$ cat src/rtl/evt_gate_pkg.sv
package evt_gate_pkg;

  typedef enum logic [1:0] {
    GS_IDLE   = 2'd0,
    GS_RAISED = 2'd1,
    GS_HOLD   = 2'd2
  } gate_state_t;

  // Down-count step that never wraps below zero
  function automatic logic [15:0] cnt_step(input logic [15:0] cur);
    return (cur == 16'd0) ? 16'd0 : cur - 16'd1;
  endfunction

  // Decision at the end of a holdoff window
  function automatic gate_state_t window_exit(input logic pend, input logic evt);
    return (pend || evt) ? GS_RAISED : GS_IDLE;
  endfunction

endpackage

$ cat src/rtl/holdoff_timer.sv
module holdoff_timer #(
  parameter int CNT_W = 16
) (
  input  logic             clk,
  input  logic             rst_n,
  input  logic             load,
  input  logic [CNT_W-1:0] load_val,
  input  logic             dec,
  output logic             zero
);
  localparam logic [CNT_W-1:0] ONE = {{(CNT_W-1){1'b0}}, 1'b1};

  logic [CNT_W-1:0] cnt_q;

  always_ff @(posedge clk or negedge rst_n) begin
    if (!rst_n) begin
      cnt_q <= '0;
    end else if (load) begin
      cnt_q <= load_val;
    end else if (dec && (cnt_q != '0)) begin
      cnt_q <= cnt_q - ONE;
    end
  end

  assign zero = (cnt_q == '0);
endmodule

$ cat src/rtl/pend_latch.sv
module pend_latch (
  input  logic clk,
  input  logic rst_n,
  input  logic set,
  input  logic clr,
  output logic pend
);
  always_ff @(posedge clk or negedge rst_n) begin
    if (!rst_n) begin
      pend <= 1'b0;
    end else if (clr) begin
      pend <= 1'b0;
    end else if (set) begin
      pend <= 1'b1;
    end
  end
endmodule

$ cat src/rtl/gate_fsm.sv
module gate_fsm
  import evt_gate_pkg::*;
(
  input  logic clk,
  input  logic rst_n,
  input  logic evt,
  input  logic dismiss,
  input  logic pend,
  input  logic tmr_zero,
  output logic raised,
  output logic holding
);
  gate_state_t st_q, st_d;

  always_comb begin
    st_d = st_q;
    unique case (st_q)
      GS_IDLE:   if (evt) st_d = GS_RAISED;
      GS_RAISED: if (dismiss) st_d = GS_HOLD;
      GS_HOLD:   if (tmr_zero) st_d = window_exit(pend, evt);
      default:   st_d = GS_IDLE;
    endcase
  end

  always_ff @(posedge clk or negedge rst_n) begin
    if (!rst_n) st_q <= GS_IDLE;
    else        st_q <= st_d;
  end

  assign raised  = (st_q == GS_RAISED);
  assign holding = (st_q == GS_HOLD);
endmodule

$ cat src/rtl/irq_holdoff_gate.sv
module irq_holdoff_gate #(
  parameter int CNT_W = 16
) (
  input  logic             clk,
  input  logic             rst_n,
  input  logic             evt_i,
  input  logic             dismiss_i,
  input  logic [CNT_W-1:0] holdoff_i,
  output logic             irq_o
);
  // Named internal events, brought out for the checker
  logic raised, holding, tmr_zero, pend_q;
  logic dismiss_hit;   // accepted dismissal
  logic window_end;    // holdoff window expires this edge
  logic pend_set;

  assign dismiss_hit = raised && dismiss_i;
  assign window_end  = holding && tmr_zero;
  assign pend_set    = evt_i && (holding || dismiss_hit);

  holdoff_timer #(.CNT_W(CNT_W)) u_timer (
    .clk      (clk),
    .rst_n    (rst_n),
    .load     (dismiss_hit),
    .load_val (holdoff_i),
    .dec      (holding),
    .zero     (tmr_zero)
  );

  pend_latch u_pend (
    .clk   (clk),
    .rst_n (rst_n),
    .set   (pend_set),
    .clr   (window_end),
    .pend  (pend_q)
  );

  gate_fsm u_fsm (
    .clk      (clk),
    .rst_n    (rst_n),
    .evt      (evt_i),
    .dismiss  (dismiss_i),
    .pend     (pend_q),
    .tmr_zero (tmr_zero),
    .raised   (raised),
    .holding  (holding)
  );

  assign irq_o = raised;
endmodule

$ cat config.mk
export PLATFORM = sky130hd
export DESIGN_NAME = irq_holdoff_gate
export DESIGN_NICKNAME = d
export VERILOG_FILES = /design/src/rtl/evt_gate_pkg.sv /design/src/rtl/holdoff_timer.sv /design/src/rtl/pend_latch.sv /design/src/rtl/gate_fsm.sv /design/src/rtl/irq_holdoff_gate.sv
export SDC_FILE = /design/constraint.sdc
export NUM_CORES = 1
export LEC_CHECK = 0
export ABC_AREA = 1
export BUFFER_PORTS_ARGS = -buffer_cell sky130_fd_sc_hd__buf_2
export CAP_MARGIN = 20
export CORE_AREA = 2 2 59 61
export CTS_CLUSTER_DIAMETER = 60
export DETAILED_ROUTE_END_ITERATION = 10
export DIE_AREA = 0 0 61 63
export PLACE_DENSITY_LB_ADDON = 0.2
export SLEW_MARGIN = 10
export SYNTH_ARGS = -nofsm -noshare
export SYNTH_HDL_FRONTEND = slang
export SYNTH_SLANG_ARGS = --single-unit
$ cat constraint.sdc
create_clock -name clk -period 3.9 [get_ports clk]
set_input_delay 0.39 -clock clk [delete_from_list [all_inputs] [get_ports clk]]
set_output_delay 0.39 -clock clk [all_outputs]
set_load 0.05 [all_outputs]
==> flow_summary_export.csv <==
group,metric,value,unit
status,status,"completed",
cts,cts_buffers,3,
finish,nets,244,
job,cap_viol_max_count,0,
placement,port_buffers,20,
timing,worst_pin_slew,500,ps
cts,holdBufCountCts,0,
grt,grt_usage,18.1,%
grt,overflow,0,
grt,first_global_vias,1150,
floorplan,dieArea,3840,sq um
floorplan,num_io_pins,21,
synth,yosysUniqueCellTypes,33,
finish,finish.utilization,47.9,%
timing,setup_viol,0,
floorplan,die_width,61,um
detailed_routing,viasPerCell,4.79,
timing,slew_viol_final,0,
synth,syn_nets,224,
timing,tns,0,ps
cts,cts_resized,0,
cts,clockRootBuffer,"clkbuf_4",
pwr,powerDensity,693,nW/um^2
critical_path,cp-end-kind,"flip-flop",
synth,synth_seq_cells,19,
critical_path,required,4100,ps
finish,drive_above_1_share,21.6,%
critical_path,critPathKind,"reg2reg",
timing,timing.final.crit_share,46.1,%
floorplan,initial_core_util,43.4,%
synth,synthesis.area,1400,sq um
detailed_routing,vias,1285,
floorplan,die_h,63,um
synth,ys_seq_area_share,33.9,%
cts,cts_tree,"built",
finish,areaGrowthSynthToFinish,10.3,%
grt,grt_max_degree,26,
grt,antenna_found_initial,0,
cts,clk_pin_slew_worst_paths,110,ps
cts,htreeDepth,1,
detailed_routing,wirelength,2.98,mm
timing,clock_skew,0.804,ps
synth,yosys_warnings,0,
placement,routabilityCongestion,0.835,
critical_path,critPathMaxFanout,25,
critical_path,arrival,2000,ps
finish,n_antenna_cell,0,
cts,clockBufferDepth,2,
detailed_routing,antenna_left,0,
finish,final_cells,268,
detailed_routing,drc,0,
timing,min_period,1800,ps
pwr,ir_worst_vdd,0.000355,V
detailed_routing,dr.pass1.iters,4,
pwr,p_leak,0.767,nW
cts,clock_latency,300,ps
floorplan,core_region_area,3230,sq um
detailed_routing,dr.first_iter.drc_count,99,
grt,grt_pass1_wl,5.37,mm
timing,hold_violations,0,
synth,netlist_instances,203,
critical_path,cp-start-kind,"flip-flop",
min_path,hold_path_class,"in2async",
synth,synth_area_per_cell,6.91,sq um
placement,dp_hpwl,2.19,mm
finish,nFillCells,353,
cts,clock-sinks,19,
cts,postCtsSetupBuffers,0,
timing,rsz0062_at_grt,"false",
timing,relSlewSlack,66.5,%
floorplan,row_count,21,
placement,place_inst,264,
timing,fmax,556,MHz
detailed_routing,wl_per_cell,11.1,um
## Yosys cell counts
master	number	share of area, %
o21ai_0	10	3.6
nand3b_2	1	0.80
nand2_2	2	0.89
clkbuf_1	1	0.27
nor2_2	5	2.2
o21ai_2	6	3.7
buf_6	2	1.6
or2_2	1	0.45
nor2_4	2	1.6
o31ai_1	1	0.54
or2_1	2	0.89
nand2_4	2	1.6
a21oi_2	2	1.2
o21ai_1	3	1.1
nand2_1	61	16
dfrtp_1	19	34
nand3_2	1	0.71
buf_4	1	0.54
inv_2	2	0.54
nor3_1	1	0.36
ha_1	1	0.89
nand3b_1	1	0.54
inv_1	21	5.6
o211ai_1	1	0.54
buf_2	1	0.36
xor2_1	1	0.62
nand2_8	1	1.4
nor2_1	25	6.7
nand4_1	3	1.3
a21oi_1	4	1.4
o21bai_1	3	1.6
o21a_1	2	1.1
nand3_1	14	5.0
## metrics by stage
step	cell area [sq um]	hold slack (ps)	worst slack [ps]	power [W]
2_1_floorplan	1400	94.4	2160	0.000880
3_3_place_gp	1520	371	2080	0.000977
3_5_place_dp	1520	369	2110	0.000978
4_1_cts	1550	21.5	2080	0.00109
5_1_grt	1550	31.5	1920	0.00121
6_report	1550	18.2	2100	0.00107
## area by class of cell
type | count | area [sq um] | area share, %
Tap cell | 46 | 57.6 | 3.72
Timing Repair Buffer | 20 | 100 | 6.47
Multi-Input combinational cell | 156 | 802 | 51.8
Clock buffer | 4 | 26.3 | 1.70
Sequential cell | 19 | 475 | 30.7
Inverter | 23 | 86.3 | 5.58
## critical path: stages (launching register included)
cell	delay [ps]
dfrtp_1	420
inv_2	80
nor2_2	40
nand2_2	380
inv_2	270
or2_1	260
o21bai_1	150
nand2_1	60
nor2_1	30
## sequential cells by signal (all words and copies together), names as in the netlist
| signal | flops |
|---|---|
| u_fsm.st_q | 2 |
| u_pend.pend | 1 |
| u_timer.cnt_q | 16 |
## cells by family after synthesis
group	Yosys count	synth area share [%]
and+or+nand+nor	122	40.9
AOI/OAI and AO/OA	32	14.8
buffers and inverters	28	8.92
DFF	19	33.9
xor gates and xnor gates	1	0.625
adders and majority gates	1	0.892
## where the power goes
group | total, W | internal [W] | switching [W] | leakage (nW)
Sequential | 0.000363 | 0.000279 | 0.0000839 | 0.228
Clock | 0.000105 | 0.0000399 | 0.0000656 | 0.0150
Combinational | 0.000604 | 0.000212 | 0.000392 | 0.524
Total | 0.00107 | 0.000531 | 0.000541 | 0.767
## path summary, 6_finish.rpt
| path | startpoint | to | slack, ps | depth (start not counted) |
|---|---|---|---|---|
| max in group asynchronous | rst_n | u_timer.cnt_q[2] | 3570 | 1 |
| min reg2reg | u_pend.pend | u_pend.pend | 510 | 2 |
| max reg2reg | u_fsm.st_q[0] | u_timer.cnt_q[11] | 2100 | 8 |
| min in group clk | dismiss_i | u_fsm.st_q[0] | 280 | 2 |
| min | rst_n | u_timer.cnt_q[8] | 20 | 1 |
| max | u_fsm.st_q[0] | u_timer.cnt_q[11] | 2100 | 8 |
## per-layer routing
metal / track usage [%] / part of all wire, % / vias to the layer above
met5: 0 / 0 / -
met4: 3.26 / 0.71 / 0
met3: 3.73 / 4.4 / 2
met2: 27.8 / 48 / 27
met1: 26.2 / 47 / 572
li1: - / - / 684
## cell usage in the layout (no fill, tap or decap)
cell	instances
nand2_1	61
nor2_1	25
inv_1	21
buf_2	20
dfrtp_1	19
nand3_1	14
o21ai_0	10
o21ai_2	6
nor2_2	5
a21oi_1	4
nand4_1	3
o21bai_1	3
o21ai_1	3
clkbuf_4	3
inv_2	2
nand2_2	2
nor2_4	2
nand2_4	2
or2_1	2
a21oi_2	2
o21a_1	2
nand2_8	1
nand3b_1	1
or2_2	1
nor3_1	1
nand3b_2	1
nand3_2	1
xor2_1	1
o211ai_1	1
o31ai_1	1
ha_1	1
clkbuf_1	1
Power figures use the tool's default switching activity.
